`src/rtl/crot_pkg.sv`:
```
package crot_pkg;

  // Strobes sent from the sequencer to the datapath each cycle.
  typedef struct packed {
    logic       capture;   // latch amount and duplicated vector
    logic       layerEn;   // apply one barrel layer
    logic [4:0] layerIdx;  // which barrel layer this cycle
    logic       subEn;     // apply the sub-word shift and store result
  } crot_strobe_t;

endpackage

```
`src/rtl/crot_ctrl.sv`:
```
module crot_ctrl
  import crot_pkg::*;
#(
  parameter int NUM_LAYERS = 3
) (
  input  logic         clk,
  input  logic         rstN,
  input  logic         start,
  output crot_strobe_t strobe,
  output logic         done
);

  localparam int LCW = (NUM_LAYERS > 1) ? $clog2(NUM_LAYERS) : 1;

  typedef enum logic [1:0] {S_IDLE, S_LAYER, S_SUB} seqState_t;

  seqState_t      state;
  seqState_t      stateNext;
  logic [LCW-1:0] layerCnt;

  always_comb begin
    strobe    = '0;
    stateNext = state;
    case (state)
      S_IDLE: begin
        if (start) begin
          strobe.capture = 1'b1;
          stateNext      = S_LAYER;
        end
      end
      S_LAYER: begin
        strobe.layerEn  = 1'b1;
        strobe.layerIdx = 5'(layerCnt);
        if (layerCnt == LCW'(NUM_LAYERS - 1)) stateNext = S_SUB;
      end
      S_SUB: begin
        strobe.subEn = 1'b1;
        stateNext    = S_IDLE;
      end
      default: stateNext = S_IDLE;
    endcase
  end

  always_ff @(posedge clk or negedge rstN) begin
    if (!rstN) begin
      state    <= S_IDLE;
      layerCnt <= '0;
      done     <= 1'b0;
    end else begin
      state <= stateNext;
      if (strobe.capture)      layerCnt <= '0;
      else if (strobe.layerEn) layerCnt <= layerCnt + 1'b1;
      done <= strobe.subEn;
    end
  end

  // Edge counter since the accepting edge, used only by the latency check.
  logic [7:0] latCnt;
  always_ff @(posedge clk or negedge rstN) begin
    if (!rstN)                    latCnt <= '0;
    else if (strobe.capture)      latCnt <= 8'd1;
    else if (latCnt != 8'd0 && latCnt != 8'hFF) latCnt <= latCnt + 8'd1;
  end

  AST_DONE_LATENCY: assert property (@(posedge clk) disable iff (!rstN)
    done |-> latCnt == 8'(NUM_LAYERS + 2));
  AST_DONE_ONE_CYCLE: assert property (@(posedge clk) disable iff (!rstN)
    done |=> !done);
  AST_STROBES_EXCLUSIVE: assert property (@(posedge clk) disable iff (!rstN)
    $onehot0({strobe.capture, strobe.layerEn, strobe.subEn}));
  AST_RESTART_ON_DONE: assert property (@(posedge clk) disable iff (!rstN)
    (done && start) |-> strobe.capture);

endmodule

```
`src/rtl/crot_datapath.sv`:
```
module crot_datapath
  import crot_pkg::*;
#(
  parameter int ROT_LEN    = 100,
  parameter int WORD_W     = 16,
  parameter int NUM_WORDS  = 7,
  parameter int NUM_LAYERS = 3,
  parameter int AMT_W      = 7,
  parameter int ADDR_W     = 3
) (
  input  logic              clk,
  input  logic              rstN,
  input  crot_strobe_t      strobe,
  input  logic              loadEn,
  input  logic [ADDR_W-1:0] loadAddr,
  input  logic [WORD_W-1:0] loadData,
  input  logic [AMT_W-1:0]  amount,
  input  logic [ADDR_W-1:0] readAddr,
  output logic [WORD_W-1:0] readData
);

  localparam int MAX_WSHIFT = (ROT_LEN - 1) / WORD_W;
  localparam int EXT_WORDS  = MAX_WSHIFT + NUM_WORDS + 1;
  localparam int EXT_W      = EXT_WORDS * WORD_W;
  localparam int RES_W      = NUM_WORDS * WORD_W;
  localparam int SHIFT_W    = (WORD_W > 1) ? $clog2(WORD_W) : 1;

  function automatic logic [RES_W-1:0] validMask();
    logic [RES_W-1:0] m;
    for (int i = 0; i < RES_W; i++) m[i] = (i < ROT_LEN);
    return m;
  endfunction
  localparam logic [RES_W-1:0] VALID_MASK = validMask();

  logic [ROT_LEN-1:0]    storeVec;
  logic [EXT_W-1:0]      dupVec;
  logic [EXT_W-1:0]      extVec;
  logic [EXT_W-1:0]      layerOut [NUM_LAYERS];
  logic [EXT_W-1:0]      layerPick;
  logic                  layerTake;
  logic [EXT_W-1:0]      layerMask;
  logic [NUM_LAYERS-1:0] qReg;
  logic [SHIFT_W-1:0]    sReg;
  logic [RES_W-1:0]      subOut;
  logic [RES_W-1:0]      resultVec;

  // Stored vector: only positions below ROT_LEN exist.
  always_ff @(posedge clk or negedge rstN) begin
    if (!rstN) begin
      storeVec <= '0;
    end else if (loadEn) begin
      for (int i = 0; i < ROT_LEN; i++)
        if (loadAddr == ADDR_W'(i / WORD_W)) storeVec[i] <= loadData[i % WORD_W];
    end
  end

  // Duplicated copy so reads past ROT_LEN-1 fold back to bit 0.
  for (genvar i = 0; i < EXT_W; i++) begin : g_dup
    if (i < ROT_LEN) begin : g_lo
      assign dupVec[i] = storeVec[i];
    end else if (i < 2 * ROT_LEN) begin : g_hi
      assign dupVec[i] = storeVec[i - ROT_LEN];
    end else begin : g_pad
      assign dupVec[i] = 1'b0;
    end
  end

  // Barrel layer k moves by 2^k whole words toward bit 0.
  for (genvar k = 0; k < NUM_LAYERS; k++) begin : g_layer
    assign layerOut[k] = extVec >> (WORD_W * (2 ** k));
  end

  always_comb begin
    layerPick = extVec;
    layerTake = 1'b0;
    for (int k = 0; k < NUM_LAYERS; k++) begin
      if (strobe.layerIdx == 5'(k)) begin
        layerPick = layerOut[k];
        layerTake = qReg[k];
      end
    end
    layerMask = {EXT_W{layerTake}};
  end

  // Sub-word stage: each word takes its upper bits from the next word up.
  for (genvar j = 0; j < NUM_WORDS; j++) begin : g_sub
    assign subOut[j*WORD_W +: WORD_W] =
      WORD_W'({extVec[(j+1)*WORD_W +: WORD_W], extVec[j*WORD_W +: WORD_W]} >> sReg);
  end

  always_ff @(posedge clk or negedge rstN) begin
    if (!rstN) begin
      extVec    <= '0;
      qReg      <= '0;
      sReg      <= '0;
      resultVec <= '0;
    end else begin
      if (strobe.capture) begin
        extVec <= dupVec;
        qReg   <= NUM_LAYERS'(32'(amount) / WORD_W);
        sReg   <= SHIFT_W'(32'(amount) % WORD_W);
      end else if (strobe.layerEn) begin
        extVec <= (layerPick & layerMask) | (extVec & ~layerMask);
      end
      if (strobe.subEn) resultVec <= subOut & VALID_MASK;
    end
  end

  always_comb begin
    readData = '0;
    for (int j = 0; j < NUM_WORDS; j++)
      if (readAddr == ADDR_W'(j)) readData = resultVec[j*WORD_W +: WORD_W];
  end

  // Weight captured at start, used only by the assertions.
  logic [15:0] capWeight;
  always_ff @(posedge clk or negedge rstN) begin
    if (!rstN)               capWeight <= '0;
    else if (strobe.capture) capWeight <= 16'($countones(storeVec));
  end

  AST_AMOUNT_RANGE: assert property (@(posedge clk) disable iff (!rstN)
    strobe.capture |-> 32'(amount) < ROT_LEN);
  AST_DUP_WEIGHT: assert property (@(posedge clk) disable iff (!rstN)
    strobe.capture |=> $countones(extVec) == 2 * $countones($past(storeVec)));
  AST_RESULT_WEIGHT: assert property (@(posedge clk) disable iff (!rstN)
    strobe.subEn |=> 16'($countones(resultVec)) == capWeight);
  AST_AMOUNT_HELD: assert property (@(posedge clk) disable iff (!rstN)
    !strobe.capture |=> $stable(qReg) && $stable(sReg));
  AST_RESULT_HELD: assert property (@(posedge clk) disable iff (!rstN)
    !strobe.subEn |=> $stable(resultVec));

endmodule

```
`src/rtl/cyclic_rotator.sv`:
```
module cyclic_rotator
  import crot_pkg::*;
#(
  parameter int ROT_LEN = 100,
  parameter int WORD_W  = 16,
  localparam int NUM_WORDS  = (ROT_LEN + WORD_W - 1) / WORD_W,
  localparam int MAX_WSHIFT = (ROT_LEN - 1) / WORD_W,
  localparam int NUM_LAYERS = (MAX_WSHIFT == 0) ? 1 : $clog2(MAX_WSHIFT + 1),
  localparam int AMT_W      = (ROT_LEN > 1) ? $clog2(ROT_LEN) : 1,
  localparam int ADDR_W     = (NUM_WORDS > 1) ? $clog2(NUM_WORDS) : 1
) (
  input  logic              clk,
  input  logic              rstN,
  input  logic              loadEn,
  input  logic [ADDR_W-1:0] loadAddr,
  input  logic [WORD_W-1:0] loadData,
  input  logic              start,
  input  logic [AMT_W-1:0]  amount,
  output logic              done,
  input  logic [ADDR_W-1:0] readAddr,
  output logic [WORD_W-1:0] readData
);

  crot_strobe_t strobe;

  crot_ctrl #(
    .NUM_LAYERS(NUM_LAYERS)
  ) u_ctrl (
    .clk    (clk),
    .rstN   (rstN),
    .start  (start),
    .strobe (strobe),
    .done   (done)
  );

  crot_datapath #(
    .ROT_LEN    (ROT_LEN),
    .WORD_W     (WORD_W),
    .NUM_WORDS  (NUM_WORDS),
    .NUM_LAYERS (NUM_LAYERS),
    .AMT_W      (AMT_W),
    .ADDR_W     (ADDR_W)
  ) u_path (
    .clk      (clk),
    .rstN     (rstN),
    .strobe   (strobe),
    .loadEn   (loadEn),
    .loadAddr (loadAddr),
    .loadData (loadData),
    .amount   (amount),
    .readAddr (readAddr),
    .readData (readData)
  );

endmodule

```
`config.mk`:
```
export PLATFORM = sky130hd
export DESIGN_NAME = cyclic_rotator
export DESIGN_NICKNAME = d
export VERILOG_FILES = /design/src/rtl/crot_pkg.sv /design/src/rtl/crot_ctrl.sv /design/src/rtl/crot_datapath.sv /design/src/rtl/cyclic_rotator.sv
export SDC_FILE = /design/constraint.sdc
export NUM_CORES = 1
export LEC_CHECK = 0
export BUFFER_PORTS_ARGS = -buffer_cell sky130_fd_sc_hd__clkbuf_2
export CORE_UTILIZATION = 55
export DETAILED_ROUTE_END_ITERATION = 7
export PLACE_DENSITY = 0.78
export SETUP_SLACK_MARGIN = 0.1
export SYNTH_ARGS = -nofsm -noshare
export SYNTH_HDL_FRONTEND = slang
export SYNTH_HIERARCHICAL = 1
export SYNTH_SLANG_ARGS = --single-unit
```
`constraint.sdc`:
```
create_clock -name clk -period 2.4 [get_ports clk]
set_input_delay 0.24 -clock clk [delete_from_list [all_inputs] [get_ports clk]]
set_output_delay 0.24 -clock clk [all_outputs]
set_load 0.005 [all_outputs]
```
==> flow_metrics.py <==
metrics = {
    "pwr": {
        "power.leakage_uw": 0.0126,
        "p_per_area_mw_per_mm2": 1640,
        "peakVddDrop_mv": 0.787,
    },
    "place": {
        "place_hpwl_um": 63800,
        "numPortBuffers": 49,
        "globalplace.congestion": 0.990,
    },
    "setup_path": {
        "cp.arrival_ns": 2.81,
        "startpoint_type": "flip-flop",
        "r2r_setup_slack_ns": 0.10,
        "worstRegToRegCells": 7,
        "timing.rr.end": "u_path/resultVec[23]",
        "worstSetupEndpoint": "u_path/resultVec[23]",
        "r2r_start": "u_path/sReg[1]",
        "cp-end-kind": "flip-flop",
        "startpoint": "u_path/sReg[1]",
        "path_max_fanout": 14,
        "worstSetupPathType": "reg2reg",
        "cp.required_ns": 2.91,
    },
    "timing": {
        "relSlewSlack_pct": 51.0,
        "finalCriticalPeriod_ns": 2.30,
        "period_share_pct": 95.8,
        "fin_skew_ns": 0.0211,
        "rsz0062_at_grt": "true",
        "drv_slew": 0,
        "tightest_slew_ns": 0.714,
        "setup_viol_count_final": 0,
        "hold_viol": 0,
        "clock.fmax_ghz": 0.435,
        "setup_tns_ns": 0,
    },
    "clock_tree": {
        "cts.reportedPaths.clkPinSlew_ns": 0.06,
        "clock-sinks": 436,
        "clock_latency_ns": 0.61,
        "cts_buffers": 47,
        "clockBufferDepth": 3,
        "cts-root-buf": "clkbuf_16",
        "cts_tree": "built",
        "cts.htree.levels": 2,
    },
    "layout": {
        "fin_nets": 2577,
        "fillers": 3694,
        "area_delta_synth_final_pct": 13.4,
        "final_core_util_pct": 63.8,
        "diodes": 0,
        "drive_gt1_share_pct": 22.7,
    },
    "drt": {
        "wirelength_um": 91200,
        "post_drt_wl_per_cell_um": 28.6,
        "route.detailed.drc": 4,
        "detail-route-antenna-nets": 0,
        "viasPerCell": 7.35,
        "vias": 23400,
        "drt_iter0_drc": 3587,
        "drtPass1Iterations": 8,
    },
    "yosys": {
        "synth_area_sq_mm": 0.0263,
        "ys_seq_area_share_pct": 41.4,
        "yosysUniqueCellTypes": 51,
        "ys.flop_type": "dfrtp_1",
        "synth_edf_count": 0,
        "synth.most_common_cell": "dfrtp_1",
        "synth_common_cells": "dfrtp_1, a22oi_1, nand2_1",
        "synth.area.top_cells": "dfrtp_1, a22oi_1, mux2_2",
        "async_flop_share_pct": 100,
        "netlist_instances": 2522,
        "ys_ff_latch": 436,
        "yosysWarnings": 6,
        "syn_avg_cell_area_sq_um": 10.4,
        "synth_top_area_share_pct": 41.4,
        "synth_area_leader_cell": "dfrtp_1",
    },
    "global_route": {
        "grt_pass1_wl_um": 139000,
        "grt_max_degree": 138,
        "grt_util_all_layers_pct": 36.8,
        "antenna_found_initial": 0,
        "grt-ovfl-total": 0,
        "grt_pass1_vias": 22100,
    },
    "outcome": {
        "outcome": "finished, violations left",
        "violations": "DRC",
    },
    "floorplan": {
        "ios": 50,
        "die_x_um": 221,
        "initial_utilization_pct": 56.2,
        "fp.dieH_um": 221,
        "rows": 79,
        "core_sq_mm": 0.0469,
        "die_area_sq_mm": 0.0488,
    },
    "flow_run": {
        "cap_violations": 0,
    },
    "hold_path": {
        "hp-class": "in2reg",
    },
}
[how the worst min path moves through the flow]
stage	startpoint	endpoint	slack (ns)	cells past startpoint
global route	loadData[2]	u_path/storeVec[98]	0.04	2
floorplan	rstN	u_ctrl/done	-0.06	0
global placement	rstN	u_path/resultVec[28]	0.14	1
CTS	loadData[2]	u_path/storeVec[50]	0.01	2
detailed placement	rstN	u_path/resultVec[28]	0.14	1
finish	loadData[2]	u_path/storeVec[66]	0.01	2
[placed cells by master, fill, tap and decap left out, types with 16 or more instances in the layout]
| cell | n |
|---|---|
| a211oi_1 | 151 |
| a21oi_1 | 19 |
| a221o_1 | 39 |
| a22oi_1 | 230 |
| a2bb2oi_1 | 16 |
| and2_1 | 18 |
| buf_12 | 37 |
| buf_4 | 124 |
| clkbuf_16 | 48 |
| clkbuf_2 | 48 |
| clkinv_2 | 19 |
| dfrtp_1 | 433 |
| dlygate4sd3_1 | 21 |
| mux2_2 | 153 |
| mux2i_1 | 142 |
| mux4_2 | 51 |
| nand2_1 | 227 |
| nand2b_1 | 102 |
| nor2_1 | 144 |
| nor2b_1 | 105 |
| o211a_1 | 55 |
| o21ai_0 | 46 |
| o221a_1 | 49 |
| o221a_2 | 60 |
| o221ai_1 | 92 |
| o311ai_0 | 40 |
[per-stage QoR]
step / instances / setup WS (ns) / hold WS [ns] / instance area [sq um] / total power [uW]
floorplan: 2524 / 0.0765 / -0.0556 / 26400 / 30000
finish: 3188 / 0.101 / 0.0100 / 29900 / 48900
global placement: 3078 / 0.140 / 0.139 / 28100 / 39300
global route: 3188 / 0.0777 / 0.0380 / 29900 / 50900
CTS: 3186 / 0.107 / 0.0122 / 29800 / 47600
detailed placement: 3078 / 0.102 / 0.144 / 28100 / 40200
[routing by layer]
layer,up-vias,wire [um],track usage [%]
li1,9835,-,-
met1,11700,35600,51.1
met2,1611,40500,55.1
met3,270,10500,8.63
met4,0,4680,16.3
met5,-,0,0
[cell type report]
class	count	area [sq um]	share of cell area [%]
clock buffer	62	1280	4.29
clock inverter	25	244	0.817
inverter	15	57.6	0.193
multi-input combinational	1804	14300	48.0
sequential	436	10900	36.5
tap	607	759	2.54
timing repair buffer	239	2280	7.62
[worst max-delay path, cell delays in order (launching register included)]
cell and delay (ns):
dfrtp_4 0.58, buf_12 0.20, buf_4 0.16, mux2i_1 0.14
buf_4 0.18, a22oi_1 0.45, nand2_1 0.25, o221ai_1 0.24
[cells by family (layout without fill, tap and decap cells)]
logic type,Yosys count,after routing,synth area share [%]
AOI/OAI and AO/OA,825,825,26.1
adders and majority gates,1,1,0.0475
buffers and inverters,284,341,4.56
DFF,436,436,41.4
muxes,346,346,16.3
other,1,3,0.0142
and+or+nand+nor,629,629,11.6
[power by group]
group	leakage, uW	switching, uW	internal [uW]	total [uW]
logic	0.00651	15600	11900	27500
registers	0.00530	3810	10300	14100
clock network	0.000767	3180	4110	7290
total	0.0126	22600	26300	48900
[timing repair]
action | in CTS | in global routing
cloned | 0 | 1
hold buffers | 21 | 0
setup endpoints to repair | 1 | 49
hold endpoints to repair | 517 | 0
resized for setup | 1 | 12
setup buffers | 0 | 1
Power figures use the tool's default switching activity.
